**src/rtl/fsf_pkg.sv**
```systemverilog
package fsf_pkg;
  localparam int BYTE_W = 8;
  localparam logic [BYTE_W-1:0] FILL_BYTE = 8'hFF;
endpackage

```
**src/rtl/fsf_sync.sv**
```systemverilog
module fsf_sync #(
  parameter int   STAGES = 2,
  parameter logic INIT   = 1'b0
) (
  input  logic clk,
  input  logic rst_n,
  input  logic d,
  output logic q
);
  logic [STAGES-1:0] chain;

  generate
    if (STAGES == 1) begin : g_one
      always_ff @(posedge clk or negedge rst_n)
        if (!rst_n) chain <= INIT;
        else        chain <= d;
    end else begin : g_many
      always_ff @(posedge clk or negedge rst_n)
        if (!rst_n) chain <= {STAGES{INIT}};
        else        chain <= {chain[STAGES-2:0], d};
    end
  endgenerate

  assign q = chain[STAGES-1];
endmodule

```
**src/rtl/fsf_rx.sv**
```systemverilog
module fsf_rx import fsf_pkg::*; #(
  parameter int ADDR_BYTES = 3,
  localparam int AW = BYTE_W * ADDR_BYTES,
  localparam int CW = $clog2(ADDR_BYTES + 2)
) (
  input  logic              clk,
  input  logic              rst_n,
  input  logic              clr_cmd,
  input  logic              idle,
  input  logic              bit_rise,
  input  logic              din,
  output logic [BYTE_W-1:0] rx_byte,
  output logic              rx_valid,
  output logic [BYTE_W-1:0] opcode,
  output logic              op_valid,
  output logic [AW-1:0]     addr,
  output logic              addr_valid,
  output logic              at_boundary,
  output logic              hdr_seen
);
  localparam logic [CW-1:0] LAST_HDR = CW'(ADDR_BYTES);

  logic [2:0]        bcnt;
  logic [6:0]        sh;
  logic [CW-1:0]     nbytes;
  logic [BYTE_W-1:0] full;

  assign full        = {sh, din};
  assign at_boundary = (bcnt == 3'd0);
  assign hdr_seen    = (nbytes != '0);

  always_ff @(posedge clk or negedge rst_n) begin
    if (!rst_n) begin
      bcnt <= '0; sh <= '0; nbytes <= '0;
      rx_byte <= '0; rx_valid <= 1'b0;
      opcode <= '0; op_valid <= 1'b0;
      addr <= '0; addr_valid <= 1'b0;
    end else begin
      rx_valid   <= 1'b0;
      op_valid   <= 1'b0;
      addr_valid <= 1'b0;
      if (clr_cmd) begin
        opcode  <= '0;
        addr    <= '0;
        rx_byte <= '0;
      end
      if (idle) begin
        bcnt   <= '0;
        sh     <= '0;
        nbytes <= '0;
      end else if (bit_rise) begin
        bcnt <= bcnt + 3'd1;
        sh   <= full[6:0];
        if (bcnt == 3'd7) begin
          rx_byte  <= full;
          rx_valid <= 1'b1;
          if (nbytes == '0) begin
            opcode   <= full;
            op_valid <= 1'b1;
          end else if (nbytes <= LAST_HDR) begin
            addr       <= (addr << BYTE_W) | AW'(full);
            addr_valid <= (nbytes == LAST_HDR);
          end
          if (nbytes <= LAST_HDR) nbytes <= nbytes + 1'b1;
        end
      end
    end
  end
endmodule

```
**src/rtl/fsf_tx.sv**
```systemverilog
module fsf_tx import fsf_pkg::*; (
  input  logic              clk,
  input  logic              rst_n,
  input  logic              idle,
  input  logic              bit_fall,
  input  logic              start_ok,
  input  logic [BYTE_W-1:0] tx_data,
  input  logic              tx_valid,
  output logic              tx_ready,
  output logic              so_d,
  output logic              so_oe
);
  logic              out_on;
  logic [2:0]        tcnt;
  logic [BYTE_W-1:0] sh;
  logic [BYTE_W-1:0] hold;
  logic              hold_full;
  logic [BYTE_W-1:0] next_byte;

  assign tx_ready  = !idle && !hold_full;
  assign next_byte = hold_full ? hold : FILL_BYTE;

  always_ff @(posedge clk or negedge rst_n) begin
    if (!rst_n) begin
      out_on <= 1'b0; tcnt <= '0; sh <= '0;
      hold <= '0; hold_full <= 1'b0;
      so_d <= 1'b0; so_oe <= 1'b0;
    end else if (idle) begin
      out_on    <= 1'b0;
      tcnt      <= '0;
      hold_full <= 1'b0;
      so_oe     <= 1'b0;
      so_d      <= 1'b0;
    end else begin
      if (tx_valid && tx_ready) begin
        hold      <= tx_data;
        hold_full <= 1'b1;
      end
      if (bit_fall && (out_on || start_ok)) begin
        out_on <= 1'b1;
        so_oe  <= 1'b1;
        tcnt   <= tcnt + 3'd1;
        if (tcnt == 3'd0) begin
          so_d <= next_byte[BYTE_W-1];
          sh   <= {next_byte[BYTE_W-2:0], 1'b0};
          if (hold_full) hold_full <= 1'b0;
        end else begin
          so_d <= sh[BYTE_W-1];
          sh   <= {sh[BYTE_W-2:0], 1'b0};
        end
      end
    end
  end
endmodule

```
**src/rtl/flash_spi_frontend.sv**
```systemverilog
module flash_spi_frontend import fsf_pkg::*; #(
  parameter int SYNC_STAGES = 2,
  parameter int ADDR_BYTES  = 3
) (
  input  logic                         clk,
  input  logic                         rst_n,
  input  logic                         pin_rst_n,
  input  logic                         cs_n,
  input  logic                         sck,
  input  logic                         si,
  output logic                         so_d,
  output logic                         so_oe,
  output logic                         mode3,
  output logic [BYTE_W-1:0]            opcode,
  output logic                         op_valid,
  output logic [BYTE_W*ADDR_BYTES-1:0] addr,
  output logic                         addr_valid,
  output logic [BYTE_W-1:0]            rx_byte,
  output logic                         rx_valid,
  input  logic                         dout_go,
  input  logic [BYTE_W-1:0]            tx_data,
  input  logic                         tx_valid,
  output logic                         tx_ready
);
  localparam int NPINS = 4;
  localparam logic [NPINS-1:0] SYNC_INIT = 4'b0011;

  logic [NPINS-1:0] raw, synced;
  logic cs_s, sck_s, si_s, prst_n_s;
  logic cs_q, sck_q, armed, active;
  logic cs_fall, cs_rise, sck_rise, sck_fall;
  logic at_boundary, hdr_seen;

  assign raw = {pin_rst_n, si, sck, cs_n};

  genvar gi;
  generate
    for (gi = 0; gi < NPINS; gi++) begin : g_sync
      fsf_sync #(.STAGES(SYNC_STAGES), .INIT(SYNC_INIT[gi])) u_sync (
        .clk(clk), .rst_n(rst_n), .d(raw[gi]), .q(synced[gi]));
    end
  endgenerate

  assign {prst_n_s, si_s, sck_s, cs_s} = synced;

  always_ff @(posedge clk or negedge rst_n) begin
    if (!rst_n) begin
      cs_q <= 1'b1; sck_q <= 1'b1; armed <= 1'b0; mode3 <= 1'b1;
    end else begin
      cs_q  <= cs_s;
      sck_q <= sck_s;
      if (!prst_n_s) begin
        armed <= 1'b0;
        mode3 <= 1'b1;
      end else if (cs_fall) begin
        armed <= 1'b1;
        mode3 <= sck_s;
      end else if (cs_rise) begin
        armed <= 1'b0;
      end
    end
  end

  assign cs_fall  = cs_q && !cs_s;
  assign cs_rise  = !cs_q && cs_s;
  assign active   = armed && !cs_s && prst_n_s;
  assign sck_rise = active && !sck_q && sck_s;
  assign sck_fall = active && sck_q && !sck_s;

  fsf_rx #(.ADDR_BYTES(ADDR_BYTES)) u_rx (
    .clk(clk), .rst_n(rst_n), .clr_cmd(!prst_n_s), .idle(!active),
    .bit_rise(sck_rise), .din(si_s),
    .rx_byte(rx_byte), .rx_valid(rx_valid),
    .opcode(opcode), .op_valid(op_valid),
    .addr(addr), .addr_valid(addr_valid),
    .at_boundary(at_boundary), .hdr_seen(hdr_seen));

  fsf_tx u_tx (
    .clk(clk), .rst_n(rst_n), .idle(!active), .bit_fall(sck_fall),
    .start_ok(dout_go && at_boundary && hdr_seen),
    .tx_data(tx_data), .tx_valid(tx_valid), .tx_ready(tx_ready),
    .so_d(so_d), .so_oe(so_oe));
endmodule

```
**config.mk**
```make
export PLATFORM = sky130hd
export DESIGN_NAME = flash_spi_frontend
export DESIGN_NICKNAME = d
export VERILOG_FILES = /design/src/rtl/fsf_pkg.sv /design/src/rtl/fsf_sync.sv /design/src/rtl/fsf_rx.sv /design/src/rtl/fsf_tx.sv /design/src/rtl/flash_spi_frontend.sv
export SDC_FILE = /design/constraint.sdc
export NUM_CORES = 1
export LEC_CHECK = 0
export BUFFER_PORTS_ARGS = -buffer_cell sky130_fd_sc_hd__buf_2
export CAP_MARGIN = 20
export CORE_AREA = 2 2 90 92
export CTS_CLUSTER_SIZE = 12
export DETAILED_ROUTE_END_ITERATION = 8
export DIE_AREA = 0 0 92 94
export GPL_TIMING_DRIVEN = 1
export PLACE_DENSITY = 0.71
export SYNTH_ARGS = -nofsm -noshare
export SYNTH_HDL_FRONTEND = slang
export SYNTH_SLANG_ARGS = --single-unit
```
**constraint.sdc**
```tcl
create_clock -name clk -period 1.75 [get_ports clk]
set_input_delay 0.0875 -clock clk [delete_from_list [all_inputs] [get_ports clk]]
set_output_delay 0.0875 -clock clk [all_outputs]
set_load 0.01 [all_outputs]
```
---- Word-level counts from Yosys, hierarchy flattened ----
Index checks and enable logic that the tools add are counted.
cells by class
  add/sub/neg operators ................... 3
  magnitude comparators ................... 1
  equal/unequal tests ..................... 8
  muxes and demuxes ....................... 54
  bitwise gates (word level) .............. 1
  reductions and logical operators ........ 26
operators with widths
  cell                 count
  $mux 24              6
  $mux 8               11
  $mux 1               27
  $mux 3               8
  $or 24x8->24         1
  $mux 7               2
  $logic_and 1x1->1    13
  $add 3x1->3 const B  3
  $logic_not 3->1      3
  $ne 2x1->1 const B   4
  $logic_not 1->1      5
  $reduce_and 2->1     2
  $eq 3x2->1 const B   1
  $eq 3x3->1 const B   1
  $le 3x2->1 const B   1
  $ne 3x3->1 const B   1
  $reduce_and 3->1     1
  $reduce_bool 3->1    1
  $ne 2x2->1 const B   1
  $logic_or 1x1->1     1
storage, ports and cells
  bits in registers ....................... 90
  input bits .............................. 16
  output and inout bits ................... 47
  word-level logic and storage cells ...... 116

---- Logic depth before layout (Yosys ltp) ----
Gate-level depths: netlist of the first run.
  depth after elaboration ................. 10
  mapped depth ............................ 8
  mapped depth without buffers ............ 6

---- By module ----
Synthesis of the first run repeated with hierarchy kept, for this count alone.
second synthesis, totals
  cell total of the unflattened synthesis .. 315
  area total of the unflattened synthesis .. 4026.4 µm²
by module, submodules not included
  module                            times used  cells each  area each (µm²)  seq. area each (µm²)
  fsf_rx                            1           204         2606.2           1401.3
  fsf_tx                            1           87          1012.2           525.5
  flash_spi_frontend                1           16          202.7            103.8
  fsf_sync at g_sync[0].u_sync ...  2           2           52.6             52.6
  fsf_sync at g_sync[2].u_sync ...  2           2           50.0             50.0

---- Least setup slack after synthesis of the first run ----
OpenSTA, ideal clock, no wires.
  path kind ............................... register to register
  start point ............................. register u_rx.nbytes[0]
  end point ............................... register u_tx.sh[2]
  library setup time ...................... 0.125 ns
  arrival time ............................ 1.695 ns
  data required time ...................... 1.625 ns
  slack ................................... -0.070 ns
  stages on the path, launching flop included .. 8
  path buffers ............................ 1
  clock period less this slack ............ 1.820 ns
  cells stage by stage .................... dfrtp_1 inv_1 ha_1 or2b_1 a31oi_4 or2_1 buf_6 mux2_4
on the way
  cells in the longest elaborated chain, start to end .. 5
RTL lines
  what                        line                      text
  from (decl)                 fsf_rx.sv:25              logic [CW-1:0] nbytes;
  from (signal assigned)      fsf_rx.sv:64              if (nbytes <= LAST_HDR) nbytes <= nbytes + 1'b1;
  $reduce_bool 3->1           fsf_rx.sv:30              assign hdr_seen = (nbytes != '0);
  $logic_and 1x1->1           flash_spi_frontend.sv:80  .start_ok(dout_go && at_boundary && hdr_seen),
  $logic_or 1x1->1            fsf_tx.sv:39              if (bit_fall && (out_on || start_ok)) begin
  $logic_and 1x1->1           fsf_tx.sv:39
  $reduce_and 2->1 (no line)  -
  to (signal assigned)        fsf_tx.sv:45              sh <= {next_byte[BYTE_W-2:0], 1'b0};
  to (signal assigned)        fsf_tx.sv:49              sh <= {sh[BYTE_W-2:0], 1'b0};
  to (decl)                   fsf_tx.sv:15              logic [BYTE_W-1:0] sh;
Every way passes these cells.
A chain may end at the register's enable or synchronous reset.

---- Worst setup path in the final report of the first run ----
  start point ............................. register u_rx.nbytes[0]
  end point ............................... register u_rx.addr[0]
on the way
  cells in the longest elaborated chain, start to end .. 6
  elaborated cells on any way between the ends .. 7
  those cells by class .................... order compare (1); mux (5); reduce/logical (1)
RTL lines
  what                  line          text
  $le 3x2->1            fsf_rx.sv:60  end else if (nbytes <= LAST_HDR) begin
  $mux 24               fsf_rx.sv:60
  $mux 24 (*)           fsf_rx.sv:57  if (nbytes == '0) begin
  $mux 24 (*)           fsf_rx.sv:54  if (bcnt == 3'd7) begin
  $mux 24 (*)           fsf_rx.sv:51  end else if (bit_rise) begin
  $mux 24 (*)           fsf_rx.sv:47  if (idle) begin
  to (signal assigned)  fsf_rx.sv:61  addr <= (addr << BYTE_W) | AW'(full);
  to (decl)             fsf_rx.sv:16  output logic [AW-1:0] addr,
Every way passes the cells marked *; elsewhere a longest branch is shown, timed or not.

==> flow_metrics.tcl, run 1 <==
set metrics [dict create \
    status "complete, but fails checks" \
    violations "negative setup slack" \
    synth_top_area_share_pct 54.4 \
    htree_levels 3 \
    rsz0062_at_grt "yes" \
    hp-class "in2reg" \
    grt_pass1_wl_um 12900 \
    die_h_um 94 \
    crit_type "reg2reg" \
    start_kind "flip-flop" \
    cp-end-kind "flip-flop" \
    synthesis.instances 366 \
    cts_tree "done" \
    rrSetupSlack_ns -0.06 \
    first_global_vias 2655 \
    grt_util_all_layers_pct 19.3 \
    total_power_mw 3.69 \
    fin_crit_ns 1.81 \
    ys_seq_elements 89 \
    wire_per_inst_um 14.6 \
    drcViolationCount 0 \
    grt_max_degree 54 \
    totalWireLength_um 8290 \
    maxClockFrequency_ghz 0.553 \
    final_nets 485 \
    cts-root-buf "clkbuf_8" \
    io-pin-count 63 \
    power_leakage_nw 2.37 \
    fin_crit_sh_pct 103 \
    yosysTopAreaCell "dfrtp_1" \
    finalSetupViolations 23 \
    firstDrtPassIters 4 \
    core.rowCount 32 \
    hold_viol 0 \
    required_ns 2.05 \
    drtIter0Drc 159 \
    arrival_ns 2.11 \
    slew_violations 0 \
    hold-worst-slack_ns 0.0172 \
    synthDistinctLibCells 38 \
    cap_violations 0 \
    ys_warn_count 0 \
    insertedDiodeCount 0 \
    clock_path_buffers 2 \
    gp_congestion 0.797 \
    antenna_left 0 \
    dieArea_um2 8650 \
    cts.sinks 89 \
    crit_fanout 7 \
    seq_area_frac_synth_pct 59.3 \
    cts_made_buffers 9 \
    fin_skew_ns 0.0105 \
    grt_antenna_before_repair 0 \
    drive_gt1_share_pct 34.4 \
    grt_overflow 0 \
    routed_via_density 5.08 \
    fillCellCount 635 \
    clk_pin_slew_worst_paths_ns 0.10 \
    synth.avg_cell_area_um2 10.3 \
    start_util_pct 49.6 \
    stdcell_area_um2 4870 \
    area_delta_synth_final_pct 29.1 \
    fin_ws_ns -0.0593 \
    detailed_place_hpwl_um 5150 \
    worst_pin_slew_ns 0.553 \
    route.vias.total 2881 \
    synth_area_um2 3770 \
    powerDensity_nw_per_um2 758 \
    relSlewSlack_pct 63.1 \
    die_x_um 92 \
    final.setup.tns_ns -0.701 \
    portBuffers 62 \
    place_area_um2 4300 \
    synth_nets 391 \
    core-area_um2 7610 \
    synth_area_leaders "dfrtp_1, nand2_1, o21ai_0" \
    clock_latency_ns 0.37 \
    vdd.ir_drop.worst_uv 392 \
]
==> cells in the final DEF, fill, tap and decap left out, types with 2 or more instances in the layout <==
| master | n |
|---|---|
| a21o_1 | 2 |
| a21oi_1 | 11 |
| a31oi_1 | 8 |
| and3_1 | 2 |
| and3b_2 | 2 |
| buf_12 | 3 |
| buf_2 | 61 |
| buf_4 | 19 |
| buf_6 | 6 |
| clkbuf_16 | 3 |
| clkbuf_8 | 9 |
| dfrtp_1 | 82 |
| dfstp_2 | 7 |
| dlygate4sd3_1 | 13 |
| ha_1 | 3 |
| ha_4 | 5 |
| inv_1 | 14 |
| inv_2 | 4 |
| inv_6 | 3 |
| inv_8 | 2 |
| mux2_2 | 8 |
| mux2_4 | 6 |
| mux2i_1 | 2 |
| nand2_1 | 95 |
| nand2_2 | 8 |
| nand3_1 | 2 |
| nor2_1 | 11 |
| nor2b_1 | 4 |
| o21ai_0 | 26 |
| o21ai_1 | 20 |
| or2b_1 | 2 |
| xnor2_1 | 2 |
==> area by class of cell <==
class	instances	area, µm²	area share, %
Sequential cell	89	2240	45.9
Clock inverter	7	61.3	1.26
Timing Repair Buffer	105	781	16.0
Inverter	18	67.6	1.39
Multi-Input combinational cell	237	1470	30.2
Clock buffer	9	124	2.55
Tap cell	102	128	2.62
==> path summary, 6_finish.rpt <==
| kind | depth (start not counted) | from | to |
|---|---|---|---|
| worst max-delay path | 9 | u_rx.nbytes[0] | u_rx.addr[0] |
| worst min-delay path | 2 | tx_valid | u_tx.hold_full |
| worst max register to register | 9 | u_rx.nbytes[0] | u_rx.addr[0] |
| worst min register to register | 0 | g_sync[1].u_sync.chain[0] | g_sync[1].u_sync.chain[1] |
| max in group asynchronous | 3 | rst_n | sck_q |
| min in group asynchronous | 2 | rst_n | u_rx.opcode[6] |
==> report_power, final <==
group	leakage (nW)	total [mW]	switching, mW	internal (mW)
Clock	0.0945	1.36	0.809	0.548
Sequential	1.20	2.14	0.0298	2.11
Combinational	1.07	0.193	0.103	0.0903
Total	2.37	3.69	0.941	2.75
==> cell usage after synthesis (all sizes together) <==
cell type	count
and2b	1
nor4	1
a21o	2
nor2b	4
a21oi	12
ha	9
or2	1
buf	10
nor2	12
o221a	1
a311o	1
nand2	104
o21a	1
nor3	1
mux2	14
nand3	2
xnor2	2
or3	1
and3b	2
clkbuf	12
a311oi	1
dfstp	7
o21ai	47
a2111oi	1
mux2i	2
dfrtp	82
and3	2
a31oi	9
or2b	2
inv	18
nand3b	2
==> layer usage <==
layer / routed length, µm / track usage, %
met2: 4030 / 28.2
met5: 0 / 0
met1: 3830 / 27.6
met3: 255 / 3.69
met4: 183 / 10.1
==> kinds of logic (layout without fill, tap and decap cells) <==
group	Yosys count	in the layout	synth area share (%)
and+or+nand+nor	135	135	15.4
DFF	89	89	59.3
AOI/OAI and AO/OA	75	75	11.8
buffers and inverters	40	139	4.65
muxes	16	16	5.31
adders and majority gates	9	9	2.99
xor gates and xnor gates	2	2	0.465
==> state kept, by name, indices dropped and copies added, names as in the netlist <==
name,cells
u_rx.addr_valid,1
u_rx.nbytes,3
u_rx.op_valid,1
u_rx.rx_valid,1
u_rx.rx_byte,8
u_tx.sh,7
g_sync.u_sync.chain,8
sck_q,1
u_tx.hold,8
u_rx.sh,7
u_tx.tcnt,3
u_rx.bcnt,3
u_tx.so_d,1
armed,1
u_rx.addr,24
cs_q,1
u_tx.so_oe,1
u_tx.hold_full,1
u_rx.opcode,8
mode3,1
==> metrics by stage <==
step                util [%]  std cells  worst slack [ns]
floorplan                  -        366           -0.0527
global placement        56.5        527            -0.101
detailed placement      56.5        527            -0.242
CTS                     61.4        560           -0.0329
global route            64.0        567            -0.142
finish                  64.0        567           -0.0593
==> worst max-delay path, cell delays in order, from the launching register on <==
cell,delay [ns]
dfrtp_1,0.39
buf_6,0.13
ha_4,0.14
ha_4,0.14
inv_2,0.06
a2111oi_4,0.36
buf_6,0.22
clkbuf_16,0.16
o21ai_1,0.06
o21ai_1,0.08
==> repair_timing <==
item | in CTS | in global routing
endpoints found under the hold margin | 94 | 0
endpoints found under the setup margin | 39 | 43
hold buffers | 13 | 0
gates resized for setup | 12 | 37
buffers inserted | 4 | 3
pin swaps | 2 | 8
gates cloned | 0 | 6
Note: power is estimated with default switching activity, not from simulation.
==> run 2: changes to the inputs <==
CORE_AREA = 2 2 86 88   (was 2 2 90 92)
DIE_AREA = 0 0 88 90   (was 0 0 92 94)
PLACE_DENSITY = 0.74   (was 0.71)
clock period = 1.8 ns   (was 1.75 ns; I/O delays follow)
==> run 2 against run 1 <==
  * The run still ends with negative setup slack left
  * Flip-flop and latch count did not move
  * Cell count fell by 1.6%
  * Combinational power fell by 6%
  * Critical path type unchanged
==> flow_metrics.tcl, run 2 (same netlist as run 1, synthesis figures left out) <==
set metrics [dict create \
    status "complete, but fails checks" \
    violations "negative setup slack" \
    grt_antenna_before_repair 0 \
    area_delta_synth_final_pct 25.5 \
    fin_crit_sh_pct 100 \
    die_x_um 88 \
    core-area_um2 7020 \
    drtIter0Drc 150 \
    hp-start "tx_valid" \
    layout_commonest_cell "nand2_1" \
    fin_skew_ns 0.0123 \
    total_power_mw 3.82 \
    cp-end-kind "flip-flop" \
    required_ns 2.04 \
    cp_slowest_cell "dfrtp_2" \
    gp_congestion 0.753 \
    hold_viol 0 \
    regToRegStartpoint "u_rx.nbytes[0]" \
    detailed_place_hpwl_um 5090 \
    worst_pin_slew_ns 0.557 \
    timing.rr.end "u_tx.sh[3]" \
    firstDrtPassIters 5 \
    grt_util_all_layers_pct 20.7 \
    relSlewSlack_pct 62.9 \
    cts-root-buf "clkbuf_8" \
    grt_overflow 0 \
    routed_via_density 5.01 \
    largest_reg_flops 24 \
    antenna_left 0 \
    wire_per_inst_um 14.2 \
    utilization_pct 67.4 \
    worstHoldPathCells 2 \
    cap_violations 0 \
    net-switching-power_mw 0.794 \
    power_leakage_nw 2.31 \
    cts_tree "done" \
    grt_pass1_wl_um 12700 \
    critPathTopFamily "simple AND/OR/NAND/NOR gates" \
    htree_levels 3 \
    r2r_cells 7 \
    finalSetupViolations 1 \
    maxClockFrequency_ghz 0.555 \
    critPathMaxStageDelay_ns 0.44 \
    vdd.ir_drop.worst_uv 495 \
    portBuffers 62 \
    fin_ws_ns -0.00243 \
    p_clk_share_pct 40.8 \
    p_int_mw 3.02 \
    core.rowCount 31 \
    clk_pin_slew_worst_paths_ns 0.08 \
    slew_violations 0 \
    start_util_pct 53.7 \
    final_nets 480 \
    powerDensity_nw_per_um2 807 \
    worstHoldEndpoint "u_tx.hold_full" \
    final_cell_mix "nand2_1, dfrtp_1, buf_2, o21ai_0, buf_4" \
    fin_crit_ns 1.80 \
    path_buf_inv 2 \
    cts_made_buffers 9 \
    rsz0062_at_grt "yes" \
    clock_path_buffers 2 \
    cp_cell_sequence "inv_2 -> ha_4 -> or2b_1 -> a31oi_4 -> or2_1 -> buf_12 -> mux2_4" \
    drcViolationCount 0 \
    io-pin-count 63 \
    die_h_um 90 \
    rrSetupSlack_ns -0.002 \
    start_kind "flip-flop" \
    power.share.switching_pct 20.8 \
    cts.sinks 89 \
    grt_max_degree 49 \
    hp-class "in2reg" \
    insertedDiodeCount 0 \
    drive_gt1_share_pct 29.8 \
    arrival_ns 2.05 \
    crit_fanout 7 \
    dieArea_um2 7920 \
    p_seq_share_pct 54.5 \
    clock_latency_ns 0.36 \
    first_global_vias 2651 \
    p_comb_share_pct 4.8 \
    top_register "u_rx.addr" \
    crit_type "reg2reg" \
    totalWireLength_um 7910 \
    route.vias.total 2798 \
]
run 2: cell count changes in the layout (fill, tap and decap cells not counted), sizes merged:
cell      previous run  this run
inv                 23        18
bufinv               0         2
buf                 89        86
clkinv               1         0
clkbuf              12        14
clkinvlp             1         0
run 2: area by class of cell:
class                           count  area (µm²)
Inverter                           18        67.6
Clock buffer                       13         169
Tap cell                           99         124
Multi-Input combinational cell    237        1380
Sequential cell                    89        2240
Fill cell                         540        2290
Clock inverter                      2        60.1
Timing Repair Buffer              100         689
run 2: repair_timing:
item / 4_1_cts / 5_1_grt
pin swaps: 0 / 2
resized for setup: 4 / 6
endpoints found under the setup margin: 21 / 41
cloned: 0 / 1
setup buffers: 5 / 4
endpoints found under the hold margin: 46 / 0
hold buffers: 13 / 0
run 2: stage by stage:
stage	cell area, µm²	cells	setup TNS (ns)	setup WS (ns)	hold slack [ns]
floorplan	3770	366	-0.0160	-0.00267	-0.206
global placement	4250	520	-0.333	-0.0505	0.110
detailed placement	4250	520	-1.21	-0.182	0.114
CTS	4660	553	-0.000709	-0.000709	0.00181
global route	4730	558	-2.06	-0.103	0.0196
finish	4730	558	-0.00243	-0.00243	0.0187
run 2: how the worst max path moves through the flow:
stage | start | to | cells after the start
finish | u_rx.nbytes[0] | u_tx.sh[3] | 7
global route | u_rx.nbytes[1] | u_rx.addr[23] | 8
CTS | u_rx.bcnt[1] | u_rx.addr[23] | 7
detailed placement | u_rx.bcnt[1] | u_rx.rx_byte[7] | 5
global placement | u_rx.bcnt[0] | u_rx.rx_byte[3] | 5
floorplan | u_rx.nbytes[0] | u_tx.sh[2] | 7
run 2: power by group through the flow:
stage,Sequential [mW],Combinational [mW],Clock [mW]
finish,2.08,0.182,1.56
global route,2.09,0.204,1.67
CTS,2.08,0.185,1.59
detailed placement,2.12,0.162,0
global placement,2.12,0.157,0
floorplan,2.11,0.0802,0
run 2: layer usage:
metal	GRT usage (%)	routed length [µm]
met1	29.1	3670
met2	30.6	3780
met3	4.68	286
met4	9.49	174
met5	0	0
run 2: worst register-to-register path: stages (launching register included):
cell and delay, ns:
dfrtp_2 0.44, inv_2 0.09, ha_4 0.14, or2b_1 0.27, a31oi_4 0.16, or2_1 0.17
buf_12 0.13, mux2_4 0.29
